### config.mk
export PLATFORM = sky130hd
export DESIGN_NAME = alu8_core
export DESIGN_NICKNAME = d
export VERILOG_FILES = /design/src/rtl/alu8_pkg.sv /design/src/rtl/alu8_decode.sv /design/src/rtl/alu8_adder.sv /design/src/rtl/alu8_logic.sv /design/src/rtl/alu8_status.sv /design/src/rtl/alu8_core.sv
export SDC_FILE = /design/constraint.sdc
export NUM_CORES = 1
export LEC_CHECK = 0
export ABC_AREA = 1
export BUFFER_PORTS_ARGS = -buffer_cell sky130_fd_sc_hd__buf_2
export CAP_MARGIN = 15
export CORE_UTILIZATION = 45
export CTS_CLUSTER_DIAMETER = 80
export DETAILED_ROUTE_END_ITERATION = 10
export PLACE_DENSITY_LB_ADDON = 0.2
export SLEW_MARGIN = 15
export SYNTH_ARGS = -nofsm -noshare
export SYNTH_HDL_FRONTEND = slang
export SYNTH_SLANG_ARGS = --single-unit
### constraint.sdc
create_clock -name clk -period 7.54 [get_ports clk]
set_clock_uncertainty 0.05 [all_clocks]
set_input_delay 0.754 -clock clk [delete_from_list [all_inputs] [get_ports clk]]
set_output_delay 0.754 -clock clk [all_outputs]
set_load 0.02 [all_outputs]
### src/rtl/alu8_pkg.sv
package alu8_pkg;

    localparam int NFLG   = 5;
    localparam int FLG_C  = 0;
    localparam int FLG_DC = 1;
    localparam int FLG_Z  = 2;
    localparam int FLG_OV = 3;
    localparam int FLG_N  = 4;

    typedef enum logic [3:0] {
        OP_ADD  = 4'd0,
        OP_ADDC = 4'd1,
        OP_SUB  = 4'd2,
        OP_MOV  = 4'd3,
        OP_INC  = 4'd4,
        OP_DEC  = 4'd5,
        OP_AND  = 4'd6,
        OP_IOR  = 4'd7,
        OP_XOR  = 4'd8
    } alu_op_e;

    typedef enum logic [1:0] {
        CLS_ARITH,
        CLS_LOGIC,
        CLS_NONE
    } op_class_e;

    typedef enum logic [1:0] {
        BSEL_W,
        BSEL_WINV,
        BSEL_ZERO,
        BSEL_ONES
    } bsel_e;

    typedef enum logic [1:0] {
        CIN_ZERO,
        CIN_ONE,
        CIN_FLAG
    } cinsel_e;

endpackage

### src/rtl/alu8_decode.sv
module alu8_decode
    import alu8_pkg::*;
(
    input  logic [3:0] op_code,
    output op_class_e  op_class,
    output bsel_e      b_sel,
    output cinsel_e    cin_sel
);

    always_comb begin
        op_class = CLS_NONE;
        b_sel    = BSEL_W;
        cin_sel  = CIN_ZERO;
        unique case (op_code)
            OP_ADD:  begin op_class = CLS_ARITH; b_sel = BSEL_W;    cin_sel = CIN_ZERO; end
            OP_ADDC: begin op_class = CLS_ARITH; b_sel = BSEL_W;    cin_sel = CIN_FLAG; end
            OP_SUB:  begin op_class = CLS_ARITH; b_sel = BSEL_WINV; cin_sel = CIN_ONE;  end
            OP_INC:  begin op_class = CLS_ARITH; b_sel = BSEL_ZERO; cin_sel = CIN_ONE;  end
            OP_DEC:  begin op_class = CLS_ARITH; b_sel = BSEL_ONES; cin_sel = CIN_ZERO; end
            OP_MOV, OP_AND, OP_IOR, OP_XOR: begin
                op_class = CLS_LOGIC;
            end
            default: op_class = CLS_NONE;
        endcase
    end

endmodule

### src/rtl/alu8_adder.sv
module alu8_adder #(
    parameter int DW = 8
) (
    input  logic [DW-1:0] a,
    input  logic [DW-1:0] b,
    input  logic          cin,
    output logic [DW-1:0] sum,
    output logic          cout,
    output logic          hcout,
    output logic          ovf
);

    localparam int HW = DW / 2;

    logic [HW:0] low_sum;
    logic [DW:0] full_sum;

    always_comb begin
        low_sum  = {1'b0, a[HW-1:0]} + {1'b0, b[HW-1:0]} + {{HW{1'b0}}, cin};
        full_sum = {1'b0, a} + {1'b0, b} + {{DW{1'b0}}, cin};
        sum      = full_sum[DW-1:0];
        cout     = full_sum[DW];
        hcout    = low_sum[HW];
        ovf      = (a[DW-1] == b[DW-1]) && (full_sum[DW-1] != a[DW-1]);
    end

endmodule

### src/rtl/alu8_logic.sv
module alu8_logic
    import alu8_pkg::*;
#(
    parameter int DW = 8
) (
    input  logic [3:0]    op_code,
    input  logic [DW-1:0] w_val,
    input  logic [DW-1:0] f_val,
    output logic [DW-1:0] res
);

    always_comb begin
        unique case (op_code)
            OP_AND:  res = f_val & w_val;
            OP_IOR:  res = f_val | w_val;
            OP_XOR:  res = f_val ^ w_val;
            default: res = f_val;
        endcase
    end

endmodule

### src/rtl/alu8_status.sv
module alu8_status
    import alu8_pkg::*;
#(
    parameter int DW = 8
) (
    input  logic            clk,
    input  logic            rst_n,
    input  logic            upd_all,
    input  logic            upd_zn,
    input  logic [DW-1:0]   res,
    input  logic            c_new,
    input  logic            dc_new,
    input  logic            ov_new,
    output logic [NFLG-1:0] flags
);

    logic [NFLG-1:0] flags_nxt;

    always_comb begin
        flags_nxt = flags;
        if (upd_all || upd_zn) begin
            flags_nxt[FLG_Z] = (res == '0);
            flags_nxt[FLG_N] = res[DW-1];
        end
        if (upd_all) begin
            flags_nxt[FLG_C]  = c_new;
            flags_nxt[FLG_DC] = dc_new;
            flags_nxt[FLG_OV] = ov_new;
        end
    end

    always_ff @(posedge clk or negedge rst_n) begin
        if (!rst_n) flags <= '0;
        else        flags <= flags_nxt;
    end

endmodule

### src/rtl/alu8_core.sv
module alu8_core
    import alu8_pkg::*;
#(
    parameter int DW = 8
) (
    input  logic            clk,
    input  logic            rst_n,
    input  logic            op_valid,
    input  logic [3:0]      op_code,
    input  logic [DW-1:0]   w_in,
    input  logic [DW-1:0]   f_in,
    output logic [DW-1:0]   result,
    output logic [NFLG-1:0] status
);

    op_class_e     op_class;
    bsel_e         b_sel;
    cinsel_e       cin_sel;
    logic [DW-1:0] add_b;
    logic          add_cin;
    logic [DW-1:0] add_sum;
    logic          add_c;
    logic          add_dc;
    logic          add_ov;
    logic [DW-1:0] log_res;

    alu8_decode u_dec (
        .op_code  (op_code),
        .op_class (op_class),
        .b_sel    (b_sel),
        .cin_sel  (cin_sel)
    );

    always_comb begin
        unique case (b_sel)
            BSEL_W:    add_b = w_in;
            BSEL_WINV: add_b = ~w_in;
            BSEL_ZERO: add_b = '0;
            default:   add_b = '1;
        endcase
        unique case (cin_sel)
            CIN_ONE:  add_cin = 1'b1;
            CIN_FLAG: add_cin = status[FLG_C];
            default:  add_cin = 1'b0;
        endcase
    end

    alu8_adder #(.DW(DW)) u_add (
        .a     (f_in),
        .b     (add_b),
        .cin   (add_cin),
        .sum   (add_sum),
        .cout  (add_c),
        .hcout (add_dc),
        .ovf   (add_ov)
    );

    alu8_logic #(.DW(DW)) u_log (
        .op_code (op_code),
        .w_val   (w_in),
        .f_val   (f_in),
        .res     (log_res)
    );

    assign result = (op_class == CLS_ARITH) ? add_sum : log_res;

    alu8_status #(.DW(DW)) u_stat (
        .clk     (clk),
        .rst_n   (rst_n),
        .upd_all (op_valid && (op_class == CLS_ARITH)),
        .upd_zn  (op_valid && (op_class == CLS_LOGIC)),
        .res     (result),
        .c_new   (add_c),
        .dc_new  (add_dc),
        .ov_new  (add_ov),
        .flags   (status)
    );

endmodule

-- After elaboration in Yosys (flattened, before gate mapping)
Index checks and enable logic that the tools add are counted.
- equal/unequal tests: 15
- reductions and logical operators: 11
- multiplexer cells: 7
- bitwise logic cells: 4
- add/subtract/negate cells: 4
- operators with widths (kind ; count):
    $pmux 8 s3 ; 2
    $eq 4x3->1 const B ; 4
    $add 8x8->9 ; 1
    $add 9x1->9 ; 1
    $and 8x8->8 ; 1
    $eq 4x2->1 const B ; 2
    $logic_not 8->1 ; 1
    $mux 8 ; 1
    $not 8->8 ; 1
    $or 8x8->8 ; 1
    $pmux 2 s2 ; 2
    $xor 8x8->8 ; 1
    $eq 2x1->1 const B ; 3
    $pmux 2 s3 ; 1
    $add 4x4->5 ; 1
    $add 5x1->5 ; 1
    $reduce_or 5->1 ; 1
    $eq 2x2->1 const B ; 2
    $eq 4x1->1 const B ; 1
    $eq 4x4->1 const B ; 1
    $logic_not 2->1 ; 2
    $logic_not 4->1 ; 1
    $reduce_or 4->1 ; 1
    $logic_and 1x1->1 ; 3
    other kinds (5) ; 5
- logic and storage cells: 43
- flip-flop bits (word level): 5
- input bits: 23

-- Logic depth before layout (Yosys ltp)
- depth after elaboration: 8
- depth in mapped cells: 23
- depth with buffers taken out: 22

-- Cells and area by module
From an unflattened synthesis, not the netlist that was laid out.
- cell total of the unflattened synthesis: 289
- area, all modules: 1662.8 sq um
- by module, submodules not included (module ; times used ; area each (sq um) ; seq. area each (sq um) ; cells each):
    alu8_logic ; 1 ; 640.6 ; 0.0 ; 116
    alu8_adder ; 1 ; 360.3 ; 0.0 ; 55
    alu8_core ; 1 ; 312.8 ; 0.0 ; 64
    alu8_status ; 1 ; 245.2 ; 125.1 ; 29
    alu8_decode ; 1 ; 103.8 ; 0.0 ; 25

-- Least setup slack after synthesis
Ideal clock, no wire load.
- path type: input port to output port
- start point: input port op_code[1]
- end point: output port result[4]
- data arrival time: 3.183 ns
- slack: 3.553 ns
- cell stages on the path: 17
- data required time: 6.736 ns
- path through: buf_6 > inv_1 > nor2_2 > a22oi_2 > nor2_1 > inv_1 > ha_1 > o21bai_1 > fa_1 > inv_1 > fa_1 > nand2_1 > nand3_1 > nand2_1 > nor2_1 > nor2_4 > inv_1
- longest elaborated chain between the ends: 7
- elaborated cells between the ends (all ways): 27
- classes of those cells: 2 x add/sub; 12 x eq/ne; 7 x mux; 6 x reduce/logical
- ends and longest elaborated chain (what ; line ; RTL):
    from (decl) ; alu8_core.sv:9 ; input logic [3:0] op_code,
    $eq 4x3->1 or $eq 4x2->1 (tied branches) ; alu8_decode.sv:14 ; unique case (op_code)
    $pmux 2 s3 or $reduce_or 2->1 (tied branches) ; - ;
    $eq 2x2->1, or another cell as far along ; alu8_core.sv:35 ; unique case (b_sel)
    $pmux 8 s3, or another cell as far along ; alu8_core.sv:35 ;
    $add 8x8->9 or $pmux 1 s2 (tied branches) ; alu8_adder.sv:20, alu8_core.sv:41 ;
    $add 9x1->9 ; alu8_adder.sv:20 ; full_sum = {1'b0, a} + {1'b0, b} + {{DW{1'b0}}, cin};
    $mux 8 (*) ; alu8_core.sv:65 ; assign result = (op_class == CLS_ARITH) ? add_sum : log_res;
    to (decl) ; alu8_core.sv:12 ; output logic [DW-1:0] result,
Mark *: on every way between the ends. The rest lies on a longest branch, timed or not.

-- Worst setup path after layout
- start point: input port op_code[2]
- end point: output port result[4]
Same word-level chain as after synthesis.

==> key figures <==
Power and ir drop
  • Clock power share: 0.170
  • Cell Pwr Density: roughly 110 nW/µm²
  • Tot Pwr: between 150 and 200 µW
  • Lkg Pwr: 0.00112 µW
  • Switching share of power: 0.500
  • Part of the power in registers: 0.178
  • Power Internal: around 96 µW
  • Peak supply drop: between 0.0001 and 0.00015 V
  • Combinational Power Share: 0.652
  • Psw: 96.0 µW

Timing
  • Crit path time final: 4720 ps
  • Fin. max-slew vios: 0
  • Worst-margin pin slew: 795 ps
  • Setup TNS: 0 ps
  • Rel. slew slack: 0.468
  • Crit share post-route: 0.627
  • Setup violators final: 0
  • Fmax: 212 MHz
  • RSZ-0062 raised after global routing: false
  • Final hold violations: 0

Place
  • DP HPWL: between 3000 and 4000 µm
  • RePlAce Congestion: 0.860
  • # port buffers: 35
  • Placed instance count: 350

Clock tree
  • Hold-fix buffers, CTS: 0
  • Post-CTS Setup Repair Bufs: 0
  • Clk root buf: clkbuf_4
  • CTS tree: done
  • Sink Count: 5
  • Htree depth: 1
  • Number of CTS-inserted buffers: 3
  • Clock Path Buffers: 2
  • Post-CTS sizing: 0
  • Later-pin clock latency in the skew report: roughly 250 ps
  • Clock transition at path regs: 50 ps

Critical path
  • CP required: 6740 ps
  • CP max FO: 11
  • Critical path class: in -> out
  • Most common cell on crit path: inv_1
  • Worst Setup End Kind: output pin
  • CP Launch Type: input pin
  • Worst path slowest cell: nor2_1
  • Delay of the slowest critical-path stage: 610 ps
  • Worst path bufs/invs: 6
  • CP delay by family, top: simple AND/OR/NAND/NOR gates
  • Cell-by-cell trace of the critical path: buf_2 > inv_1 > nor2_1 > a22oi_2 > nor2_1 > inv_1 > ha_1 > o21bai_1 > fa_1 > inv_1 > fa_1 > nand2_1 > nand3_1 > nand2_1 > nor2_1 > nor2_4 > inv_1 > buf_2
  • Worst EP arrival: 3920 ps

Final layout
  • Max FFs per register: 5
  • Largest register by flop count: u_stat.flags
  • Leading cell type in the layout, fill and taps excluded: nand2_1
  • Final non-filler cell total: about 350
  • Reg area: 125 µm²
  • Multi-input gate area: 1210 µm²
  • Layout area overhead: 13.9%
  • Share of cells above drive strength 1: 0.179
  • ANT cells: 0
  • Most frequent cells in the layout: nand2_1, inv_1, buf_2
  • Fill cells: roughly 390
  • Fin nets: 359
  • Regs by FF count: u_stat.flags: 5 flops

Die
  • Die Y: between 60 and 70 µm
  • Starting Density: 0.475
  • Horiz. Die Dim: just over 60 µm
  • Core footprint: 3360 µm²
  • Core Rows: 21
  • Die area: 3790 µm²
  • I/O Pins: 36

Routing
  • Starting DRT DRC Count: between 100 and 150
  • Total Wirelength: 3960 µm
  • DRC Markers: 0
  • Initial DRT Pass Iterations: 4
  • Via density: 4.85
  • Post-DRT Antenna Nets: 0
  • Via count: ~1,700
  • Routed len/inst: about 11 µm

GRT
  • First-pass GRT wire length: 6250 µm
  • Grt ovf: 0
  • Vias in the first global route: 1,369
  • Pin count of the biggest net entering global routing: 13
  • Global-route usage over all layers: 0.225
  • Initial antenna violation count: 0

Worst hold path
  • Hold Path Class: in -> async

Synth
  • Syn Inst Count: 273
  • #FFs+latches synth: 5
  • Ys Warns: 0
  • Avg Inst Size Synth: 5.85 µm²
  • Syn nets: 323
  • Register area share after synthesis: 0.0784
  • Cell area after synthesis: roughly 1600 µm²
  • Netlist cell types: 31

Job
  • Max Cap Viol: 0

Status
  • Status: finished clean
layout make-up:
class                           instances  area share
Clock buffer                            4      0.0145
Inverter                               60       0.124
Tap cell                               46      0.0317
Timing Repair Buffer                   35      0.0964
Sequential cell                         5      0.0688
Multi-Input combinational cell        204       0.665
power groups by stage:
stage / combinational [µW] / clock [µW] / sequential (µW)
after global placement: 124 / 0 / 34.8
after floorplan: 83.9 / 0 / 39.9
final: 125 / 32.6 / 34.2
after global routing: 142 / 35.0 / 34.8
after detailed placement: 125 / 0 / 34.6
after CTS: 126 / 33.4 / 34.2
metrics by stage:
stage,setup slack (ps),cell area [µm²],hold slack [ps],util
6_report,2820,1820,257,0.541
5_1_grt,2530,1820,262,0.541
4_1_cts,2810,1820,257,0.541
3_5_place_dp,2820,1790,422,0.533
3_3_place_gp,2880,1790,414,0.533
2_1_floorplan,3550,1600,408,-
synthesized netlist by cell type, drive strengths merged:
cell | instances | area (µm²)
a21oi | 5 | 25.0
a22oi | 1 | 12.5
a2bb2oi | 1 | 8.76
and2 | 1 | 6.26
and3 | 1 | 6.26
buf | 4 | 37.5
dfrtp | 5 | 125
fa | 2 | 40.0
ha | 25 | 313
inv | 60 | 225
nand2 | 73 | 284
nand3 | 34 | 175
nand3b | 1 | 7.51
nand4 | 2 | 12.5
nor2 | 32 | 158
nor3 | 2 | 10.0
nor3b | 1 | 7.51
o211ai | 7 | 52.6
o21a | 1 | 7.51
o21ai | 13 | 68.8
o21bai | 1 | 7.51
or2 | 1 | 6.26
cell families after synthesis:
logic type	count (synthesis)	synth area share
adders and majority gates	27	0.221
DFF	5	0.0784
and+or+nand+nor	148	0.422
buffers and inverters	64	0.165
AOI/OAI and AO/OA	29	0.114
worst paths after layout:
path	startpoint	end	slack (ps)	depth (start not counted)
hold / removal	rst_n	u_stat.flags[2]$_DFFE_PN0P_	260	1
max in group asynchronous	rst_n	u_stat.flags[3]$_DFFE_PN0P_	7050	1
hold reg to reg	u_stat.flags[4]$_DFFE_PN0P_	u_stat.flags[4]$_DFFE_PN0P_	430	2
min in group clk	u_stat.flags[4]$_DFFE_PN0P_	u_stat.flags[4]$_DFFE_PN0P_	430	2
setup reg to reg	u_stat.flags[0]$_DFFE_PN0P_	u_stat.flags[2]$_DFFE_PN0P_	5290	15
setup / recovery	op_code[2]	result[4]	2820	18
metal layers:
metal / GRT usage / part of all wire / wire, µm / vias to the layer above
met5: 0 / 0 / 0 / -
met4: 0.0381 / 0.0061 / 24 / 0
met3: 0.0378 / 0.027 / 105 / 2
met2: 0.379 / 0.46 / 1830 / 24
met1: 0.306 / 0.50 / 2000 / 763
li1: - / - / - / 929
No activity file was read; power rests on OpenSTA's default activity.
